[config.mk]
export PLATFORM = sky130hd
export DESIGN_NAME = swint_bank
export DESIGN_NICKNAME = d
export VERILOG_FILES = /design/src/rtl/swint_pkg.sv /design/src/rtl/swint_decode.sv /design/src/rtl/swint_cell.sv /design/src/rtl/swint_readback.sv /design/src/rtl/swint_bank.sv
export SDC_FILE = /design/constraint.sdc
export NUM_CORES = 1
export LEC_CHECK = 0
export ABC_CLOCK_PERIOD_IN_PS = 1900
export BUFFER_PORTS_ARGS = -buffer_cell sky130_fd_sc_hd__buf_2
export CAP_MARGIN = 40
export CORE_AREA = 2 2 49 60
export DETAILED_ROUTE_END_ITERATION = 10
export DIE_AREA = 0 0 51 62
export PLACE_DENSITY_LB_ADDON = 0.12
export REMOVE_ABC_BUFFERS = 1
export SLEW_MARGIN = 20
export SYNTH_ARGS = -nofsm -noshare
export SYNTH_HDL_FRONTEND = slang
export SYNTH_SLANG_ARGS = --single-unit
[constraint.sdc]
create_clock -name clk -period 1.9 [get_ports clk]
set_input_delay 0.19 -clock clk [delete_from_list [all_inputs] [get_ports clk]]
set_output_delay 0.19 -clock clk [all_outputs]
set_load 0.005 [all_outputs]
[src/rtl/swint_pkg.sv]
package swint_pkg;

  typedef enum logic [1:0] {
    SZ_BYTE  = 2'd0,
    SZ_HALF  = 2'd1,
    SZ_WORD  = 2'd2,
    SZ_DWORD = 2'd3
  } acc_size_e;

  localparam int unsigned WORD_SHIFT = 2;

endpackage

[src/rtl/swint_decode.sv]
module swint_decode #(
  parameter int unsigned NUM_HARTS = 4,
  parameter int unsigned ADDR_W    = 8
) (
  input  logic                 clk,
  input  logic                 rst,
  input  logic [ADDR_W-1:0]    addr,
  input  logic [1:0]           size,
  output logic                 hit,
  output logic [NUM_HARTS-1:0] sel
);
  import swint_pkg::*;

  localparam int unsigned WI_W = ADDR_W - WORD_SHIFT;

  logic [WI_W-1:0] word_idx;
  logic            aligned;
  logic            in_range;
  logic            size_ok;

  assign word_idx = addr[ADDR_W-1:WORD_SHIFT];
  assign aligned  = (addr[WORD_SHIFT-1:0] == '0);
  assign in_range = (word_idx < WI_W'(NUM_HARTS));
  assign size_ok  = (acc_size_e'(size) == SZ_WORD);
  assign hit      = aligned && in_range && size_ok;

  for (genvar h = 0; h < NUM_HARTS; h++) begin : g_sel
    assign sel[h] = hit && (word_idx == WI_W'(h));
  end


  sel_onehot_chk: assert property (@(posedge clk) disable iff (rst)
    $onehot0(sel));


  hit_one_sel_chk: assert property (@(posedge clk) disable iff (rst)
    hit |-> ($countones(sel) == 1));

endmodule

[src/rtl/swint_cell.sv]
module swint_cell #(
  parameter bit SET_ONLY = 1'b0
) (
  input  logic clk,
  input  logic rst,
  input  logic wr_sel,
  input  logic wbit,
  input  logic clr,
  output logic pend
);

  if (SET_ONLY) begin : g_set_only
    always_ff @(posedge clk) begin
      if (wr_sel && wbit) pend <= 1'b1;
      else if (clr)       pend <= 1'b0;
    end


    zero_write_hold_chk: assert property (@(posedge clk) disable iff (rst)
      (wr_sel && !wbit && !clr) |=> $stable(pend));


    clear_drop_chk: assert property (@(posedge clk) disable iff (rst)
      (clr && !(wr_sel && wbit)) |=> !pend);
  end else begin : g_rw
    logic unused_clr;
    assign unused_clr = clr;

    always_ff @(posedge clk) begin
      if (rst)         pend <= 1'b0;
      else if (wr_sel) pend <= wbit;
    end


    reset_clear_chk: assert property (@(posedge clk)
      rst |=> !pend);


    zero_write_clear_chk: assert property (@(posedge clk) disable iff (rst)
      (wr_sel && !wbit) |=> !pend);


    idle_hold_chk: assert property (@(posedge clk) disable iff (rst)
      !wr_sel |=> $stable(pend));
  end


  set_takes_chk: assert property (@(posedge clk) disable iff (rst)
    (wr_sel && wbit) |=> pend);

endmodule

[src/rtl/swint_readback.sv]
module swint_readback #(
  parameter int unsigned NUM_HARTS = 4,
  parameter int unsigned DATA_W    = 32,
  parameter bit          SET_ONLY  = 1'b0
) (
  input  logic                 clk,
  input  logic                 rst,
  input  logic                 rd_req,
  input  logic [NUM_HARTS-1:0] sel,
  input  logic [NUM_HARTS-1:0] pend,
  output logic                 rsp_valid,
  output logic [DATA_W-1:0]    rsp_rdata
);

  logic rd_bit;
  assign rd_bit = SET_ONLY ? 1'b0 : |(pend & sel);

  always_ff @(posedge clk) begin
    if (rst) begin
      rsp_valid <= 1'b0;
      rsp_rdata <= '0;
    end else begin
      rsp_valid <= rd_req;
      rsp_rdata <= rd_req ? {{(DATA_W-1){1'b0}}, rd_bit} : '0;
    end
  end


  read_latency_chk: assert property (@(posedge clk) disable iff (rst)
    rd_req |=> rsp_valid);


  upper_zero_chk: assert property (@(posedge clk) disable iff (rst)
    rsp_valid |-> (rsp_rdata[DATA_W-1:1] == '0));


  rsp_reset_chk: assert property (@(posedge clk)
    rst |=> !rsp_valid);

endmodule

[src/rtl/swint_bank.sv]
module swint_bank #(
  parameter int unsigned NUM_HARTS = 4,
  parameter int unsigned ADDR_W    = 8,
  parameter int unsigned DATA_W    = 32,
  parameter bit          SET_ONLY  = 1'b0
) (
  input  logic                 clk,
  input  logic                 rst,
  input  logic                 req_valid,
  input  logic                 req_write,
  input  logic [ADDR_W-1:0]    req_addr,
  input  logic [1:0]           req_size,
  input  logic [DATA_W-1:0]    req_wdata,
  input  logic [NUM_HARTS-1:0] irq_clr,
  output logic                 rsp_valid,
  output logic [DATA_W-1:0]    rsp_rdata,
  output logic [NUM_HARTS-1:0] irq
);

  logic                 hit;
  logic [NUM_HARTS-1:0] sel;
  logic [NUM_HARTS-1:0] wr_sel;
  logic [NUM_HARTS-1:0] pend;
  logic                 rd_req;
  logic                 unused_wdata;

  assign unused_wdata = ^req_wdata[DATA_W-1:1];
  assign rd_req       = req_valid && !req_write;

  swint_decode #(
    .NUM_HARTS (NUM_HARTS),
    .ADDR_W    (ADDR_W)
  ) u_decode (
    .clk  (clk),
    .rst  (rst),
    .addr (req_addr),
    .size (req_size),
    .hit  (hit),
    .sel  (sel)
  );

  for (genvar h = 0; h < NUM_HARTS; h++) begin : g_hart
    assign wr_sel[h] = req_valid && req_write && sel[h];

    swint_cell #(
      .SET_ONLY (SET_ONLY)
    ) u_cell (
      .clk    (clk),
      .rst    (rst),
      .wr_sel (wr_sel[h]),
      .wbit   (req_wdata[0]),
      .clr    (irq_clr[h]),
      .pend   (pend[h])
    );
  end

  swint_readback #(
    .NUM_HARTS (NUM_HARTS),
    .DATA_W    (DATA_W),
    .SET_ONLY  (SET_ONLY)
  ) u_readback (
    .clk       (clk),
    .rst       (rst),
    .rd_req    (rd_req),
    .sel       (sel),
    .pend      (pend),
    .rsp_valid (rsp_valid),
    .rsp_rdata (rsp_rdata)
  );

  assign irq = pend;


  miss_no_change_chk: assert property (@(posedge clk) disable iff (rst)
    (req_valid && !hit && (irq_clr == '0)) |=> $stable(irq));


  other_harts_chk: assert property (@(posedge clk) disable iff (rst)
    (irq_clr == '0) |=> (((irq ^ $past(irq)) & ~$past(sel)) == '0));

endmodule

==> results of run 1 <==
-- report_power, final --
group | internal [W] | total [W] | switching [W]
logic | 0.0000193 | 0.0000512 | 0.0000319
clock network | 0.0000718 | 0.000122 | 0.0000505
registers | 0.000127 | 0.000127 | 0.000000145
-- metrics by stage --
stage	instance area (um2)	instances	hold slack, ns
after floorplan	445	60	0.273
after global placement	588	114	0.386
after detailed placement	588	114	0.380
after CTS	611	117	0.116
after global routing	611	117	0.132
final	611	117	0.120
-- registers in the layout, summed over array words and instances, names as in the netlist --
register              flops
u_readback.rsp_rdata      1
u_readback.rsp_valid      1
g_hart.u_cell.pend        4
-- Yosys cell counts, drive strengths merged --
master and instances:
mux4 1, nor4b 1, nor2b 2, conb 1, dfxtp 6, nand4 4, nor4 1, and4 1
nor2 1, buf 35, nand2b 5, mux2i 4, nor3b 1, and2 2
-- critical path: cells and delay by family (launching register included) --
kind             cells  cell delay [ns]
flip-flops           1             0.32
AND/OR/NAND/NOR      1             0.15
multiplexers         1             0.46
-- logic make-up after synthesis --
| logic type | share of synthesized area |
|---|---|
| AND/OR/NAND/NOR | 0.246 |
| other | 0.00630 |
| flip-flops | 0.202 |
| buffers and inverters | 0.441 |
| multiplexers | 0.105 |
-- metal layers --
layer,routed length (um),up-vias,track usage
li1,-,188,-
met1,373,153,0.0711
met2,370,30,0.0816
met3,192,2,0.0455
met4,16,0,0.0463
met5,0,-,0
-- path summary, 6_finish.rpt --
check                                      from                                 end  slack [ns]  cells past startpoint
max          g_hart[3].u_cell.pend$_SDFFE_PP0P_  u_readback.rsp_rdata[0]$_SDFF_PP0_        0.86                      2
min                                   req_write     u_readback.rsp_valid$_SDFF_PP0_        0.12                      2
max reg2reg  g_hart[3].u_cell.pend$_SDFFE_PP0P_  u_readback.rsp_rdata[0]$_SDFF_PP0_        0.86                      2
min reg2reg  g_hart[1].u_cell.pend$_SDFFE_PP0P_  g_hart[1].u_cell.pend$_SDFFE_PP0P_        0.49                      2
-- cell type report --
type | instances | area share
repair buffers | 20 | 0.164
well taps | 34 | 0.0697
clock buffers | 3 | 0.0369
multi-input cells | 54 | 0.533
flip-flops and latches | 6 | 0.197
==> flow_summary_export.csv, run 1 <==
group,metric,value,unit
sta,hold_viol,0,
drt,wl_per_cell,8.14,um
pwr,p_leak,0.331,nW
yosys,synth_warnings,0,
clocking,ctsResizeCount,0,
clocking,clockBufferDepth,2,
setup_path,endpoint_kind,"register",
placement,gp_congestion,0.686,
clocking,post_cts_buffers,0,
clocking,postCtsHoldBufs,0,
clocking,htreeDepth,1,
layout,regArea,120,um2
yosys,synth_top_area_frac,0.441,
pwr,finalPower,0.000301,W
grt,grt_pass1_vias,286,
pwr,vdd_drop_max,0.122,mV
sta,setup_violations,0,
yosys,synth.distinct_cells,14,
setup_path,worstPathRequired,2.04,ns
layout,antenna_cells,0,
drt,wl,952,um
floorplanning,die_w,51,um
floorplanning,die_area,3160,um2
yosys,ys_top_cells_by_area,"buf_4, dfxtp_1, mux2i_1",
layout,multi_input_area,325,um2
floorplanning,core,2650,um2
clocking,clkTransAtPathRegs,0.05,ns
setup_path,path_max_fanout,3,
floorplanning,num_rows,21,
setup_path,cp_cell_sequence,"mux4_2, and4_1",
sta,period_needed,1.04,ns
run_status,status,"completed",
grt,grt_max_degree,7,
grt,grt_first_pass_wirelength,1370,um
flow_run,maxCapViolCount,0,
layout,area.growth.synth_to_final,2.52,%
yosys,ys_ff_latch,6,
layout,layout_common_cells,"conb_1, buf_2, dfxtp_1",
yosys,synth_area,596,um2
drt,drc,0,
sta,finClkSkew,0.00219,ns
placement,port_buffers,20,
clocking,cts_tree,"yes",
drt,avgViaCountPerCell,3.19,
yosys,yosysSeqAreaShare,0.202,
pwr,power_density,492,nW/um2
grt,grt.overflow.total,0,
setup_path,critPathLaunchType,"register",
clocking,cts_buffers,3,
placement,dp_slack,0.769,ns
yosys,synth_cells,65,
setup_path,criticalPathCategory,"reg -> reg",
clocking,clock-root-buffer,"clkbuf_4",
sta,finalSetupTns,0,ns
placement,hpwlAfterDp,814,um
layout,layout_commonest_cell,"conb_1",
clocking,cts_sinks,6,
sta,finalCritPeriodShare,0.548,
grt,grt_antenna_before_repair,0,
layout,fill_cells,298,
sta,rsz0062_at_grt,"no",
layout,nNetsFinal,135,
sta,max_freq,961,MHz
setup_path,critPathArrivalTime,1.18,ns
layout,drive_gt1_frac,0.313,
drt,drtIter0Drc,1,
floorplanning,num_io_pins,87,
floorplanning,die_h,62,um
setup_path,slowest_stage,"mux4_2",
drt,num_vias,373,
yosys,syn_avg_cell_area,9.16,um2
setup_path,cp_slowest_stage_delay,0.46,ns
worst_hold_path,hp-class,"in -> reg",
grt,grt_util_all_layers,0.0631,
sta,layout_setup_ws,0.860,ns
drt,antenna_left,0,
sta,maxSlewViolCount,0,
drt,first_pass_iters,4,
yosys,synth_area_leader_cell,"buf_4",
floorplanning,start_util,0.224,
clocking,insertion_delay,0.25,ns
layout,fin_util,0.230,
Power figures use the tool's default switching activity.
==> inputs of run 2 (changes only) <==
Settings changed: ABC_AREA set to 1, ABC_CLOCK_PERIOD_IN_PS 1900 to 840, CORE_AREA 2 2 49 60 to 2 2 49 61, DIE_AREA 0 0 51 62 to 0 0 51 63.
Clock period 1.9 ns to 0.84 ns, I/O delays scaled along.
==> run 2 against run 1 <==
Count of clock-buffer cells in the layout is the same. Critical path depth shrank 1. Register-to-register slack lost 0.73 ns. Critical endpoint is now irq[0]. Total power grew 120%. Cell area grew 3.3%. Sequential share of layout area grew 0.17 points.
==> flow_summary_export.csv, run 2 <==
group,metric,value,unit
run_status,status,"completed",
grt,grt_max_degree,8,
sta,finalCritPeriodShare,0.918,
placement,dp.cells,140,
sta,hold_viol,0,
clocking,clock-root-buffer,"clkbuf_4",
yosys,synth_top_area_frac,0.433,
yosys,synth_top_family_by_area,"buffers and inverters",
yosys,synthAdderAreaFrac,0,
drt,drtIter0Drc,6,
setup_path,critPathArrivalTime,0.69,ns
grt,grt_first_pass_wirelength,1660,um
drt,avgViaCountPerCell,3.33,
setup_path,worstPathRequired,0.76,ns
yosys,synthSimpleGateAreaFrac,0.264,
yosys,synth_flop_cell,"dfxtp_1",
grt,busiest_layer,"met2",
placement,dp_slack,-0.0989,ns
floorplanning,die_h,63,um
layout,largest_register_ffs,4,
clocking,cts_buffers,3,
yosys,synth_mux_area_frac,0,
pwr,vdd_drop_max,0.724,mV
yosys,yosysSeqAreaShare,0.198,
sta,finClkSkew,0.00141,ns
setup_path,path_delay_family,"flip-flops",
yosys,synth-compound-area-share,0.0247,
drt,drc,0,
layout,fin_util,0.238,
pwr,p_leak,0.363,nW
grt,globalRouteMet2Util,0.101,
layout,antenna_cells,0,
worst_hold_path,hp-class,"in -> reg",
drt,wl_per_cell,7.27,um
clocking,postCtsHoldBufs,0,
setup_path,endpoint_kind,"output pin",
layout,instances_no_fill,143,
setup_path,crit_buf_inv,1,
layout,area.growth.synth_to_final,3.92,%
layout,multi_input_area,292,um2
setup_path,cp_cell_sequence,"buf_2",
yosys,syn_avg_cell_area,6.74,um2
yosys,synth_cells,90,
drt,antenna_left,0,
yosys,ys_top_cells_by_area,"buf_4, dfxtp_1, nand2_1",
setup_path,slowest_stage,"dfxtp_2",
pwr,power_density,1060,nW/um2
setup_path,cp_slowest_stage_delay,0.34,ns
yosys,yosysMostFrequentCell,"buf_4",
sta,max_freq,1300,MHz
clocking,post_cts_buffers,0,
layout,drive_gt1_frac,0.312,
yosys,synth_warnings,0,
setup_path,critPathLaunchType,"register",
yosys,synthArstFlopShare,0,
clocking,clockBufferDepth,2,
floorplanning,die_w,51,um
setup_path,path_max_fanout,3,
layout,top_regs,"g_hart.u_cell.pend (4), u_readback.rsp_rdata (1), u_readback.rsp_valid (1)",
grt,grt_pass1_vias,388,
yosys,synth.distinct_cells,14,
clocking,cts_sinks,6,
yosys,synthTopCellsByCount,"buf_4, nand2_1, nor2_1",
layout,layout_commonest_cell,"conb_1",
grt,grt_util_all_layers,0.0680,
layout,fill_cells,314,
grt,grt_antenna_before_repair,0,
clocking,insertion_delay,0.24,ns
sta,layout_setup_ws,0.0687,ns
placement,gp_congestion,0.639,
drt,first_pass_iters,4,
sta,period_needed,0.771,ns
sta,setup_violations,0,
drt,num_vias,476,
floorplanning,die_area,3210,um2
clocking,cts_tree,"yes",
floorplanning,start_util,0.229,
clocking,htreeDepth,1,
sta,finalSetupTns,0,ns
clocking,ctsResizeCount,0,
floorplanning,num_rows,21,
layout,regMostFlops,"g_hart.u_cell.pend",
grt,grtUsageMet3,0.0239,
grt,globalRouteMet1Util,0.0826,
layout,layout_common_cells,"conb_1, buf_2, nand2_1",
sta,rsz0062_at_grt,"no",
grt,grt.overflow.total,0,
flow_run,maxCapViolCount,0,
clocking,clkTransAtPathRegs,0.05,ns
yosys,synth_xor_area_frac,0,
yosys,synth_edf_count,0,
placement,port_buffers,20,
floorplanning,core,2650,um2
setup_path,criticalPathCategory,"reg -> out",
floorplanning,num_io_pins,87,
layout,final_area,631,um2
yosys,ys_ff_latch,6,
placement,placed_cell_area,603,um2
drt,wl,1040,um
placement,hpwlAfterDp,877,um
yosys,synth_area_leader_cell,"buf_4",
layout,nNetsFinal,161,
yosys,synth_area,607,um2
sta,maxSlewViolCount,0,
layout,regArea,125,um2
[run 2: cell types whose count changed after synthesis, moves of 4 or more]
cell,change
inv_1,+7
nand3_1,+7
nand2b_1,-5
nand2_1,+11
mux2i_1,-4
nor2_1,+9
[run 2: layer usage]
layer	wire, um	part of all wire
met3	128	0.12
met5	0	0
met2	500	0.48
met1	409	0.39
met4	0	0
[run 2: worst reg2reg max path, stage by stage (launching register included)]
cell and delay [ns]:
dfxtp_2 0.32, nand3_1 0.08, nand2_1 0.06, nor2_1 0.11
nor2_1 0.05
[run 2: area by class of cell]
class                           count  share of cell area
Timing Repair Buffer               22               0.183
Multi-Input combinational cell     69               0.462
Tap cell                           34              0.0675
Clock buffer                        3              0.0357
Sequential cell                     6               0.198
Inverter                            9              0.0536
[run 2: path summary, 6_finish.rpt]
| kind | start | to | slack (ns) | cells past startpoint |
|---|---|---|---|---|
| max reg2reg | g_hart[2].u_cell.pend$_SDFFE_PP0P_ | u_readback.rsp_rdata[0]$_SDFF_PP0_ | 0.13 | 4 |
| min | req_write | u_readback.rsp_valid$_SDFF_PP0_ | 0.03 | 2 |
| max | g_hart[0].u_cell.pend$_SDFFE_PP0P_ | irq[0] | 0.07 | 1 |
| min reg2reg | g_hart[2].u_cell.pend$_SDFFE_PP0P_ | g_hart[2].u_cell.pend$_SDFFE_PP0P_ | 0.46 | 2 |
[run 2: cells by family (layout without fill, tap and decap cells)]
logic type / count (synthesis) / after routing
flip-flops: 6 / 6
other: 1 / 31
AO/OA/AOI/OAI: 3 / 3
buffers and inverters: 45 / 34
AND/OR/NAND/NOR: 35 / 35
[run 2: power by group]
group / switching (W) / total (W) / internal, W / leakage (nW)
registers: 0.000000565 / 0.000288 / 0.000287 / 0.0505
logic: 0.0000755 / 0.000110 / 0.0000344 / 0.299
clock network: 0.000109 / 0.000271 / 0.000162 / 0.0138
[run 2: per-stage QoR]
stage               hold slack (ns)  power, W
finish                       0.0314  0.000669
global route                 0.0290  0.000729
CTS                          0.0177  0.000685
detailed placement            0.284  0.000401
global placement              0.283  0.000401
floorplan                     0.153  0.000352
